File: src/rtl/lowtx_scan_tpg.sv
module lowtx_scan_tpg #(
  parameter int          AND_K     = 2,
  parameter int          CHAIN_LEN = 8,
  parameter logic [15:0] SAFE_SEED = 16'hACE1,
  localparam int         IDX_W     = (CHAIN_LEN > 1) ? $clog2(CHAIN_LEN) : 1
) (
  input  logic             clk,
  input  logic             rst_n,
  input  logic             seed_load,
  input  logic [15:0]      seed_in,
  input  logic             shift_en,
  output logic             scan_bit,
  output logic [IDX_W-1:0] bit_idx,
  output logic             vec_done
);

  localparam logic [IDX_W-1:0] LAST_IDX = IDX_W'(CHAIN_LEN - 1);

  logic [15:0] lfsr;
  logic        fb;
  logic        and_hit;
  logic        tff;
  logic [IDX_W-1:0] idx;
  logic        done_q;

  assign fb = lfsr[15] ^ lfsr[13] ^ lfsr[12] ^ lfsr[10];

  always_comb begin
    and_hit = 1'b1;
    for (int i = 0; i < AND_K; i++) and_hit = and_hit & lfsr[4*i];
  end

  always_ff @(posedge clk or negedge rst_n) begin
    if (!rst_n) begin
      lfsr   <= SAFE_SEED;
      tff    <= 1'b0;
      idx    <= '0;
      done_q <= 1'b0;
    end else if (seed_load) begin
      lfsr   <= (seed_in == 16'h0000) ? SAFE_SEED : seed_in;
      tff    <= 1'b0;
      idx    <= '0;
      done_q <= 1'b0;
    end else if (shift_en) begin
      lfsr   <= {lfsr[14:0], fb};
      tff    <= tff ^ and_hit;
      idx    <= (idx == LAST_IDX) ? '0 : idx + 1'b1;
      done_q <= (idx == LAST_IDX);
    end else begin
      done_q <= 1'b0;
    end
  end

  assign scan_bit = tff;
  assign bit_idx  = idx;
  assign vec_done = done_q;

endmodule

File: config.mk
export PLATFORM = sky130hd
export DESIGN_NAME = lowtx_scan_tpg
export DESIGN_NICKNAME = d
export VERILOG_FILES = /design/src/rtl/lowtx_scan_tpg.sv
export SDC_FILE = /design/constraint.sdc
export NUM_CORES = 1
export LEC_CHECK = 0
export BUFFER_PORTS_ARGS = -buffer_cell sky130_fd_sc_hd__clkbuf_2
export CAP_MARGIN = 30
export CORE_MARGIN = 4
export CORE_UTILIZATION = 40
export CTS_CLUSTER_SIZE = 16
export DETAILED_ROUTE_END_ITERATION = 8
export GPL_ROUTABILITY_DRIVEN = 0
export PLACE_DENSITY = 0.59
export SYNTH_ARGS = -nofsm -noshare
export SYNTH_HDL_FRONTEND = slang
export SYNTH_SLANG_ARGS = --single-unit
File: constraint.sdc
create_clock -name clk -period 1.5 [get_ports clk]
set_clock_uncertainty 0.1 [all_clocks]
set_input_delay 0.3 -clock clk [delete_from_list [all_inputs] [get_ports clk]]
set_output_delay 0.3 -clock clk [all_outputs]
set_load 0.02 [all_outputs]
; ---- Yosys cells after proc, flatten, opt, wreduce, memory -nomap -nowiden
; Index checks and enable logic that the tools add are counted.
[op_classes]
n_div = 0
shifts = 0
mul = 0
magnitude_cmp = 0
addsub = 1
n_bitwise = 5
n_mux = 10
n_reduce_logical = 2
eq_ne = 1
[ops]
columns = cell, n
row1 = $mux 16, 3
row2 = $logic_not 16->1, 1
row3 = $mux 3, 3
row4 = $mux 1, 4
row5 = $xor 1x1->1, 4
row6 = $add 3x1->3 const B, 1
row7 = $eq 3x3->1 const B, 1
row8 = $reduce_bool 2->1, 1
row9 = $and 1x1->1, 1
[totals]
mem_count = 0
ramBits = 0
rom_bits = 0
word_cells = 23
ff_bits = 21
in_bits = 20
out_inout_bits = 5
latch_bits = 0

; ---- Depth between registers and ports, before layout
[logic_depth]
ltp_word = 5
depth_mapped = 5
ltp_nobuf = 5

; ---- Least setup slack after synthesis
; Ideal clock, no wire load.
[synth_timing]
kind = register -> register
start = register idx[0], in the netlist bit_idx[0]
end = register idx[2], in the netlist bit_idx[2]
synth_period_minus_slack_ps = 1335
n_path_buf = 0
required_time_ps = 1268
setup_time_ps = 132
arrival_ps = 1104
slack_ps = 165
path_stages_with_launch = 5
cell_sequence = dfrtp_1 > ha_1 > ha_1 > mux2i_1 > nor2_1
[synth_between]
elab_chain_cells = 4
word_cells_on_any_way = 5
classes_between = add/sub: 1 / eq/ne: 1 / mux: 3
[synth_lines]
columns = element, line
row1 = "start, declared", 23  ; logic [IDX_W-1:0] idx;
row2 = "start signal, assigned", 47  ; idx <= (idx == LAST_IDX) ? '0 : idx + 1'b1;
row3 = $add 3x1->3 or $eq 3x3->1 (tied branches), 47
row4 = $mux 3 (*), 47
row5 = $mux 3 (*), 44  ; end else if (shift_en) begin
row6 = $mux 3 (*), 39  ; end else if (seed_load) begin
; Every way passes the cells marked *; elsewhere a longest branch is shown, timed or not. The select of a mux whose other input is x is not followed.
; A chain may end at the register's enable or synchronous reset.

; ---- Final worst setup path
[layout_timing]
start = register lfsr[10]
end = register lfsr[0]
[layout_between]
elab_chain_cells = 3
[layout_lines]
columns = element, line
row1 = "start, declared", 19  ; logic [15:0] lfsr;
row2 = "start signal, assigned", 40  ; lfsr <= (seed_in == 16'h0000) ? SAFE_SEED : seed_in;
row3 = "start signal, assigned", 45  ; lfsr <= {lfsr[14:0], fb};
row4 = $xor 1x1->1, 26  ; assign fb = lfsr[15] ^ lfsr[13] ^ lfsr[12] ^ lfsr[10];
row5 = $mux 16, 44
row6 = $mux 16, 39
; Every way passes these cells. The select of a mux whose other input is x is not followed.

==> impl_metrics.ini <==
[status]
run_status = finished clean

[setup_path]
r2r-end = lfsr[0]$_DFFE_PN1P_
setup.worst_path.start_class = register
r2r.worst_path.cells = 4
crit_type = register to register
timing.critical_path.fanout_max = 3
cp_top_family = flip-flops
rrSetupSlack_ns = 0.18
path_depth = 4
wp_data_required_ns = 1.64
timing.critical_path.slowest_cell_delay_ns = 0.57
timing.rr.start = lfsr[10]$_DFFE_PN1P_
path_buf_inv = 0
setup.worst_path.end_class = register
worstSetupStartpoint = lfsr[10]$_DFFE_PN1P_
crit_arrival_ns = 1.46
path_cells = xor2_1 -> xnor2_1 -> mux2i_1 -> o21ai_0
timing.critical_path.to = lfsr[0]$_DFFE_PN1P_
critical-path-slowest-cell = dfstp_2

[cts]
cts_htree_levels = 1
cts_made_buffers = 3
clock_tree_from_tritoncts = yes
ctsRootBufferMaster = clkbuf_4
cts.clk_slew.worst_paths_ns = 0.12
sink_count_of_the_clock_tree = 21
clock_insertion_delay_worst_skew_ns = 0.31
cts.path.max_buffers = 2
post_cts_resized = 0
post-cts-setup-buffer-count = 0

[logic_synthesis]
ys_top_cells_by_area = dfrtp_1, dfstp_2, mux2i_1, mux2_2, o22a_2
number_of_enable_type_register_cells_in_the_synthesized_netlist = 0
synth-main-ff-cell = dfrtp_1
synth_commonest_cells = dfrtp_1, mux2i_1, o21ai_0, nand2_1, dfstp_2
synth_async_sr_flop_share_pct = 100.0
netlist_instances = 90
synth.top_cell.area_share_pct = 30.77
synthesis.area_sq_mm = 0.001057
yosys_top_cell_by_area = dfrtp_1
synth.yosys.seq_area_share_pct = 50.65
mappedNetlistNets = 112
synth.avg_cell_area_sq_um = 11.75
synth.ff_latch_count = 21
synth_warnings = 0
synth_most_common_cell = dfrtp_1
synth_cell_type_count = 17

[die]
die_width_microns = 59.41
die_area_sq_mm = 0.003530
start_util_pct = 42.29
core_region_area_sq_mm = 0.002500
rows = 18
top_level_ports = 25
die_h_microns = 59.41

[finish]
antenna-diode-count = 0
finish.net_count = 140
final_layout_size_suffix_gt1_share_pct = 46.15
area_of_all_placed_cells_without_fillers_sq_mm = 0.001254
layout-area-overhead-vs-synth_pct = 18.58

[sta]
max_clock_freq_mhz = 758.0
timing.final.crit_share_pct = 87.95
rsz0062_at_grt = false
min_period_ns = 1.319
max_slew.worst_pin.slew_ns = 0.5324
maxSlewHeadroom_pct = 64.51
slew_violations = 0
finalSetupViolCount = 0
hold_violations = 0

[drt]
totalWireLength_microns = 2089
firstDrtPassIters = 2
detail_route.drc_violations = 0
route.detailed.wl_per_inst_microns = 14.21
drt_iter0_markers = 17
num_vias = 761
detail-route-antenna-nets = 0
routed_via_density = 5.177

[place]
placed_instance_area_sq_mm = 0.001216
placement.io_buffers = 24
post-dp-hpwl_microns = 1594

[grt]
grt_pass1_wl_microns = 3546
global_route.overflow_total = 0
antenna_found_initial = 0
first_global_vias = 783
grt_max_degree = 22
grt_util_all_layers_pct = 13.67

[power]
worst_ir_drop_vdd_v = 0.0005179
power_per_cell_area_mw_per_mm2 = 944.6
p_leak_nw = 0.5906
total_power_mw = 1.184

[job]
maxCapViolCount = 0

[hold_path]
worstHoldPathType = primary input to register
[layout make-up]
class	count	area [sq um]
clock buffer	3	22.52
multi-input combinational	64	488.0
tap	30	37.54
timing repair buffer	28	165.2
fill	253	1246
clock inverter	1	5.005
sequential	21	535.5
[through the flow]
step,setup WS [ns],utilization (%),hold WS [ns],TNS (ns),std cells
2_1_floorplan,0.1648,-,-0.09559,0,90
3_3_place_gp,-0.01285,48.65,0.1961,-0.08394,142
3_5_place_dp,-0.006383,48.65,0.2077,-0.01658,142
4_1_cts,0.1521,50.15,0.1070,0,147
5_1_grt,0.03288,50.15,0.1023,0,147
6_report,0.1808,50.15,0.1113,0,147
[state kept, by name, indices dropped and copies added, names as in the netlist]
signal and count:
lfsr 16, scan_bit 1, bit_idx 3, vec_done 1
[layer usage]
layer,wire [microns],vias to the layer above,track usage (%)
met3,73,4,2.614
met2,1021,15,22.31
li1,-,378,-
met5,0,-,0
met4,30,0,5.825
met1,963,364,17.50
[tightest hold or removal path, stage by stage]
cell and delay (ns):
clkbuf_2 0.09, nand2_1 0.04, o21ai_0 0.06
[layout by cell type, fill, tap and decap left out]
| cell type | instances |
|---|---|
| dfstp_2 | 8 |
| mux2i_1 | 12 |
| nand2_1 | 9 |
| mux2_2 | 7 |
| o21ai_0 | 10 |
| dlygate4sd3_1 | 1 |
| nand2b_4 | 1 |
| clkbuf_4 | 3 |
| and4_1 | 1 |
| nor4_1 | 4 |
| buf_12 | 1 |
| ha_1 | 2 |
| xor2_1 | 2 |
| clkinv_2 | 1 |
| nor2_1 | 6 |
| o22a_2 | 7 |
| xnor2_1 | 2 |
| nand3_1 | 1 |
| buf_4 | 2 |
| clkbuf_2 | 24 |
| dfrtp_1 | 13 |
[what timing repair did]
action,in CTS,in global routing
hold endpoints to repair,13,0
setup endpoints to repair,0,0
hold buffers,1,0
[how the worst min path moves through the flow]
stage | from | cells past startpoint | end
floorplan | rst_n | 0 | bit_idx[0]$_DFFE_PN0P_
finish | seed_in[14] | 3 | lfsr[14]$_DFFE_PN0P_
detailed placement | rst_n | 1 | bit_idx[1]$_DFFE_PN0P_
CTS | seed_in[3] | 3 | lfsr[3]$_DFFE_PN0P_
global route | seed_in[3] | 3 | lfsr[3]$_DFFE_PN0P_
global placement | rst_n | 1 | bit_idx[1]$_DFFE_PN0P_
[kinds of logic (layout without fill, tap and decap cells)]
group	count (synthesis)	in the layout	synth area share, %
AND/OR/NAND/NOR	22	22	10.29
XOR/XNOR	4	4	3.314
flip-flops	21	21	50.65
AO/OA/AOI/OAI	17	17	11.36
adder cells (fa/ha/maj)	2	2	2.366
multiplexers	19	19	18.82
buffers and inverters	5	32	3.195
[power by group]
group          leakage (nW)  internal, mW  switching [mW]
registers             0.249         0.640          0.0367
clock network        0.0177        0.0995           0.178
logic                 0.324         0.122           0.108
No activity file was read; power rests on OpenSTA's default activity.
